===== src/rtl/crt_pkg.sv =====
package crt_pkg;
    typedef enum logic {
        ST_IDLE = 1'b0,
        ST_CONV = 1'b1
    } seq_state_e;
endpackage


===== src/rtl/crt_seq.sv =====
module crt_seq
    import crt_pkg::*;
#(
    parameter int NCH = 3,
    parameter int TW  = 8,
    localparam int CW = (NCH > 1) ? $clog2(NCH) : 1
) (
    input  logic              clk,
    input  logic              rst_n,
    input  logic              mode_wr,
    input  logic              mode_cont,
    input  logic [CW-1:0]     mode_chan,
    input  logic [NCH-1:0]    chan_en,
    input  logic [NCH*TW-1:0] conv_time,
    output logic              conv_done,
    output logic [CW-1:0]     cur_chan
);
    seq_state_e state_q, state_d;
    logic [TW-1:0] cnt_q;
    logic [CW-1:0] cur_q;
    logic [CW-1:0] start_base, start_sel;
    logic [TW-1:0] tsel;
    logic          hit;
    logic          go_cont;

    // next enabled channel strictly after 'from', wrapping; 'from' itself last
    function automatic logic [CW-1:0] next_en(input logic [CW-1:0] from,
                                              input logic [NCH-1:0] en);
        logic [CW-1:0] res;
        int            idx;
        res = from;
        for (int j = NCH; j >= 1; j--) begin
            idx = int'(from) + j;
            if (idx >= NCH) idx = idx - NCH;
            if (idx < NCH && en[idx]) res = CW'(idx);
        end
        return res;
    endfunction

    always_comb begin
        start_base = (int'(mode_chan) < NCH) ? mode_chan : '0;
        start_sel  = chan_en[start_base] ? start_base : next_en(start_base, chan_en);
        go_cont    = mode_wr && mode_cont && (chan_en != '0);
        tsel       = conv_time[int'(cur_q)*TW +: TW];
        hit        = ({1'b0, cnt_q} + (TW+1)'(1)) >= {1'b0, tsel};
    end

    // state register
    always_ff @(posedge clk or negedge rst_n) begin
        if (!rst_n) state_q <= ST_IDLE;
        else        state_q <= state_d;
    end

    // transitions
    always_comb begin
        state_d = state_q;
        unique case (state_q)
            ST_IDLE: if (go_cont) state_d = ST_CONV;              // launch
            ST_CONV: begin
                if (mode_wr && !go_cont)   state_d = ST_IDLE;     // halt
                else if (chan_en == '0)    state_d = ST_IDLE;     // starve
                else                       state_d = ST_CONV;     // run / restart
            end
        endcase
    end

    // channel pointer and conversion counter
    always_ff @(posedge clk or negedge rst_n) begin
        if (!rst_n) begin
            cnt_q <= '0;
            cur_q <= '0;
        end else if (mode_wr) begin
            cnt_q <= '0;
            cur_q <= start_sel;
        end else if (state_q == ST_CONV) begin
            if (hit) begin
                cnt_q <= '0;
                cur_q <= next_en(cur_q, chan_en);
            end else begin
                cnt_q <= cnt_q + TW'(1);
            end
        end
    end

    // outputs
    always_comb begin
        conv_done = (state_q == ST_CONV) && hit && !mode_wr;
        cur_chan  = cur_q;
    end
endmodule


===== src/rtl/crt_chan.sv =====
module crt_chan #(
    parameter int DW  = 8,
    parameter int CW  = 2,
    parameter int IDX = 0
) (
    input  logic          clk,
    input  logic          rst_n,
    input  logic          clr,
    input  logic          done_here,
    input  logic          rd_strobe,
    input  logic          rd_busy,
    input  logic [DW-1:0] sample,
    output logic          rdy,
    output logic [DW-1:0] data,
    output logic [CW-1:0] tag,
    output logic          lost
);
    localparam logic [CW-1:0] MY_TAG = CW'(IDX);
    logic accept;

    always_comb begin
        accept = done_here && !rd_busy && !clr;
        lost   = accept && rdy;
    end

    always_ff @(posedge clk or negedge rst_n) begin
        if (!rst_n) begin
            rdy  <= 1'b0;
            data <= '0;
            tag  <= '0;
        end else begin
            if (accept) begin
                data <= sample;
                tag  <= MY_TAG;
            end
            if (clr)            rdy <= 1'b0;
            else if (accept)    rdy <= 1'b1;
            else if (rd_strobe) rdy <= 1'b0;
        end
    end
endmodule


===== src/rtl/crt_pin.sv =====
module crt_pin #(
    parameter int NCH       = 3,
    parameter int LOST_HIGH = 163,
    localparam int LCW      = $clog2(LOST_HIGH + 1)
) (
    input  logic           clk,
    input  logic           rst_n,
    input  logic           clr,
    input  logic           lost_any,
    input  logic           rdy_all,
    input  logic [NCH-1:0] chan_en,
    input  logic [NCH-1:0] rdy_bits,
    output logic           rdy_n
);
    logic [LCW-1:0] hold_q;
    logic           any_ok, all_ok;

    always_ff @(posedge clk or negedge rst_n) begin
        if (!rst_n)             hold_q <= '0;
        else if (clr)           hold_q <= '0;
        else if (lost_any)      hold_q <= LCW'(LOST_HIGH);
        else if (hold_q != '0)  hold_q <= hold_q - LCW'(1);
    end

    always_comb begin
        any_ok = (rdy_bits != '0);
        all_ok = (chan_en != '0) && ((rdy_bits | ~chan_en) == '1);
        rdy_n  = !((rdy_all ? all_ok : any_ok) && (hold_q == '0));
    end
endmodule


===== src/rtl/conv_ready_tracker.sv =====
module conv_ready_tracker #(
    parameter int NCH       = 3,
    parameter int DW        = 8,
    parameter int TW        = 8,
    parameter int LOST_HIGH = 163,
    localparam int CW       = (NCH > 1) ? $clog2(NCH) : 1
) (
    input  logic              clk,
    input  logic              rst_n,
    input  logic              mode_wr,
    input  logic              mode_cont,
    input  logic [CW-1:0]     mode_chan,
    input  logic [NCH-1:0]    chan_en,
    input  logic [NCH*TW-1:0] conv_time,
    input  logic              rdy_all,
    input  logic [NCH-1:0]    rd_strobe,
    input  logic [NCH-1:0]    rd_busy,
    input  logic [DW-1:0]     sample_in,
    output logic              rdy_n,
    output logic [NCH-1:0]    rdy_bits,
    output logic [NCH*DW-1:0] res_data,
    output logic [NCH*CW-1:0] res_chan
);
    logic           conv_done;
    logic [CW-1:0]  cur_chan;
    logic [NCH-1:0] lost_vec;
    logic           lost_any;

    crt_seq #(.NCH(NCH), .TW(TW)) u_seq (
        .clk      (clk),
        .rst_n    (rst_n),
        .mode_wr  (mode_wr),
        .mode_cont(mode_cont),
        .mode_chan(mode_chan),
        .chan_en  (chan_en),
        .conv_time(conv_time),
        .conv_done(conv_done),
        .cur_chan (cur_chan)
    );

    for (genvar i = 0; i < NCH; i++) begin : g_chan
        crt_chan #(.DW(DW), .CW(CW), .IDX(i)) u_chan (
            .clk      (clk),
            .rst_n    (rst_n),
            .clr      (mode_wr),
            .done_here(conv_done && (cur_chan == CW'(i))),
            .rd_strobe(rd_strobe[i]),
            .rd_busy  (rd_busy[i]),
            .sample   (sample_in),
            .rdy      (rdy_bits[i]),
            .data     (res_data[i*DW +: DW]),
            .tag      (res_chan[i*CW +: CW]),
            .lost     (lost_vec[i])
        );
    end

    assign lost_any = |lost_vec;

    crt_pin #(.NCH(NCH), .LOST_HIGH(LOST_HIGH)) u_pin (
        .clk     (clk),
        .rst_n   (rst_n),
        .clr     (mode_wr),
        .lost_any(lost_any),
        .rdy_all (rdy_all),
        .chan_en (chan_en),
        .rdy_bits(rdy_bits),
        .rdy_n   (rdy_n)
    );
endmodule


===== config.mk =====
export PLATFORM = sky130hd
export DESIGN_NAME = conv_ready_tracker
export DESIGN_NICKNAME = d
export VERILOG_FILES = /design/src/rtl/crt_pkg.sv /design/src/rtl/crt_seq.sv /design/src/rtl/crt_chan.sv /design/src/rtl/crt_pin.sv /design/src/rtl/conv_ready_tracker.sv
export SDC_FILE = /design/constraint.sdc
export NUM_CORES = 1
export LEC_CHECK = 0
export BUFFER_PORTS_ARGS = -buffer_cell sky130_fd_sc_hd__buf_2
export CAP_MARGIN = 40
export CELL_PAD_IN_SITES_DETAIL_PLACEMENT = 0
export CELL_PAD_IN_SITES_GLOBAL_PLACEMENT = 1
export CORE_ASPECT_RATIO = 0.5
export CORE_MARGIN = 10
export CORE_UTILIZATION = 30
export CTS_BUF_LIST = sky130_fd_sc_hd__clkbuf_4 sky130_fd_sc_hd__clkbuf_8
export CTS_CLUSTER_DIAMETER = 50
export CTS_CLUSTER_SIZE = 30
export DETAILED_ROUTE_END_ITERATION = 7
export PLACE_DENSITY = 0.74
export SLEW_MARGIN = 20
export SYNTH_ARGS = -nofsm -noshare
export SYNTH_HDL_FRONTEND = slang
export SYNTH_SLANG_ARGS = --single-unit

===== constraint.sdc =====
create_clock -name clk -period 6.2 [get_ports clk]
set_input_delay 1.24 -clock clk [delete_from_list [all_inputs] [get_ports clk]]
set_output_delay 1.24 -clock clk [all_outputs]
set_load 0.02 [all_outputs]

==> metrics <==
CTS Root Buffer Type=clkbuf_8; Worst VDD drop=0.09351 mV; clk buf depth=2; Die Footprint=14930 um2; TritonCTS buffer count=5; first-pass GRT wire length=12740 um; Area Overhead vs Synth=19.47%; PortBufs=77; Crit. End Element=register; DRT Wirelength=7477 um; ys async rst share=1.000; # rows=25; register bit total from synthesis=48; Post-CTS Setup Inserts=0; pre-CTS setup slack=2.680 ns; syn avg cell area=10.14 um2; Slew @ Worst Pin=0.6215 ns; area fraction of the dominant cell type after synthesis=0.3910; # hold bufs at CTS=0; routed len/inst=14.60 um; clock sinks=48; initial core utilization=0.3168; ranking of synthesized cells by area=dfrtp_1 39%, ha_1 9.8%, mux2_2 8.8%; dpl cell area=3555 um2; final worst setup slack=2.737 ns; fin crit period=3.463 ns; Seq pwr share=0.362; dpl hpwl=5996 um; Die X=163.1 um; most frequent cells after synthesis=48 x dfrtp_1, 24 x ha_1, 24 x mux2_2, 23 x a21oi_1; core area=9697 um2; switching share of total power=0.3886; GRT overflow=0; most numerous cell in the Yosys netlist=dfrtp_1; vias in the first global route=2434; startpoint types=register; crit path DAT=3.65 ns; sequential share of the synthesized area=0.3910; top-level port count=82; Logic pwr share=0.433; pin count of the biggest net entering global routing=49; Diodes inserted=0; P_sw=441.6 uW; Power Density=309.7 nW/um2; Post-Layout Cell Count=512; RSZ-0062 raised after global routing=false; Worst-Skew Late Latency=0.30 ns; die height=91.55 um; max_slew headroom=0.5857; final setup fails=0; DRC=0; Pwr Total=1.136 mW; number of flops mapped to enable cells by yosys=0; top_reg_cell synth=dfrtp_1; post-CTS sizing=0; Total GRT Usage=0.1012; Max-Cap Viols=0; GP Congestion=0.7640; CTS tree=built; Fillers=971; Slew Viols, Final=0; status=finished, final reports clean; DR iter-0 viols=112; antenna viol nets, final=0; Yosys warnings=0; Clock power frac=0.205; mapped cell area=3072 um2; Clk pin slew, worst setup/hold paths=0.10 ns; drt pass-1 iters=4; cells after synthesis=303; design area=3670 um2; share of cells above drive strength 1=0.3342; Internal=694.8 uW; initial antenna violation count=0; DR vias=2417; Crit Path Category=reg2reg; fmax=0.2887 GHz; number of nets in the layout=448; Fin. Hold Viols=0; Yosys top cell by area=dfrtp_1; worst-path fanout max=16; LEAKAGE=1.875 nW; Distinct cells, synth=55; vias per inst=4.721; Placed Instances=504; worst-case clock skew=0.005973 ns; HP Class=reg2reg; Setup TNS Final=0 ns; period utilization=0.5586; htree depth=2; Critical Path RT=6.39 ns
==> registers in the layout, summed over array words and instances (netlist names) <==
signal	cells
u_seq.state_q	1
u_pin.hold_q	8
u_seq.cur_chan	2
g_chan.u_chan.tag	2
u_seq.cnt_q	8
g_chan.u_chan.data	24
g_chan.u_chan.rdy	3
==> area by class of cell <==
| class | count | area (um2) | area share |
|---|---|---|---|
| Clock buffer | 5 | 68.82 | 0.01875 |
| Clock inverter | 3 | 46.29 | 0.01262 |
| Inverter | 17 | 63.81 | 0.01739 |
| Multi-Input combinational cell | 226 | 1728 | 0.4708 |
| Sequential cell | 48 | 1201 | 0.3273 |
| Tap cell | 135 | 168.9 | 0.04603 |
| Timing Repair Buffer | 78 | 392.9 | 0.1071 |
==> power by group through the flow <==
stage / Sequential, mW / Clock [mW] / Combinational, mW
floorplan: 0.421 / 0 / 0.371
global placement: 0.417 / 0 / 0.496
detailed placement: 0.419 / 0 / 0.498
CTS: 0.413 / 0.237 / 0.501
global route: 0.423 / 0.253 / 0.568
finish: 0.411 / 0.233 / 0.493
==> path summary, 6_finish.rpt <==
kind                       slack, ns                        to                     from  depth (start not counted)
setup / recovery                2.74  g_chan[1].u_chan.data[5]        u_seq.cur_chan[0]                         10
hold / removal                  0.47   g_chan[2].u_chan.tag[1]  g_chan[2].u_chan.tag[1]                          1
setup reg to reg                2.74  g_chan[1].u_chan.data[5]        u_seq.cur_chan[0]                         10
hold reg to reg                 0.47   g_chan[2].u_chan.tag[1]  g_chan[2].u_chan.tag[1]                          1
max in group asynchronous       4.76  g_chan[2].u_chan.data[2]                    rst_n                          2
min in group asynchronous       1.02           u_pin.hold_q[6]                    rst_n                          2
==> layout by cell type, fill, tap and decap left out, types with 3 or more instances in the layout <==
| master | synthesis | final |
|---|---|---|
| a211o_1 | 3 | 3 |
| ha_1 | 24 | 24 |
| nand2_1 | 17 | 17 |
| conb_1 | 1 | 4 |
| mux2i_1 | 10 | 10 |
| or2_2 | 6 | 6 |
| a21oi_1 | 23 | 23 |
| mux2_2 | 24 | 24 |
| nor3_1 | 14 | 14 |
| inv_1 | 17 | 17 |
| nor2_1 | 17 | 17 |
| dfrtp_1 | 48 | 48 |
| xnor2_1 | 5 | 5 |
| buf_2 | 0 | 77 |
| nand2b_1 | 3 | 3 |
| nor3b_1 | 5 | 5 |
| nor2b_1 | 3 | 3 |
| clkbuf_8 | 0 | 5 |
| a22o_1 | 5 | 5 |
| a31oi_1 | 3 | 3 |
| nand3_1 | 4 | 4 |
| nand3b_1 | 4 | 4 |
| o21ai_0 | 8 | 8 |
| xor2_1 | 4 | 4 |
| o22ai_1 | 4 | 4 |
==> worst max-delay path, cell delays in order, from the launching register on <==
cell and delay [ns]:
dfrtp_1 0.67, inv_1 0.26, nor2_1 0.43, a21oi_1 0.14
ha_1 0.31, nand3_1 0.11, o221ai_1 0.19, a211o_2 0.19
nand2b_2 0.16, nor3b_4 0.50, mux2_2 0.39
==> metrics by stage <==
stage            util  hold WS, ns
2_1_floorplan       -       0.5082
3_3_place_gp   0.3666       0.4476
3_5_place_dp   0.3666       0.4532
4_1_cts        0.3785       0.4757
5_1_grt        0.3785       0.5063
6_report       0.3785       0.4699
==> cells by family (layout without fill, tap and decap cells) <==
logic type | Yosys count | count (layout) | synth area share
buf+inv | 32 | 103 | 0.05010
other cells | 1 | 4 | 0.001221
simple gates | 84 | 84 | 0.1544
xor+xnor | 9 | 9 | 0.02566
flops | 48 | 48 | 0.3910
compound gates | 71 | 71 | 0.1593
fa+ha+maj | 24 | 24 | 0.09776
mux | 34 | 34 | 0.1206
==> routing by layer <==
metal	vias to the layer above	part of all wire	routed length (um)	GRT usage
li1	1234	-	-	-
met1	1147	0.48	3577	0.1365
met2	34	0.49	3656	0.1678
met3	2	0.029	217	0.01757
met4	0	0.0033	25	0.01567
met5	-	0	0	0
No activity file was read; power rests on OpenSTA's default activity.
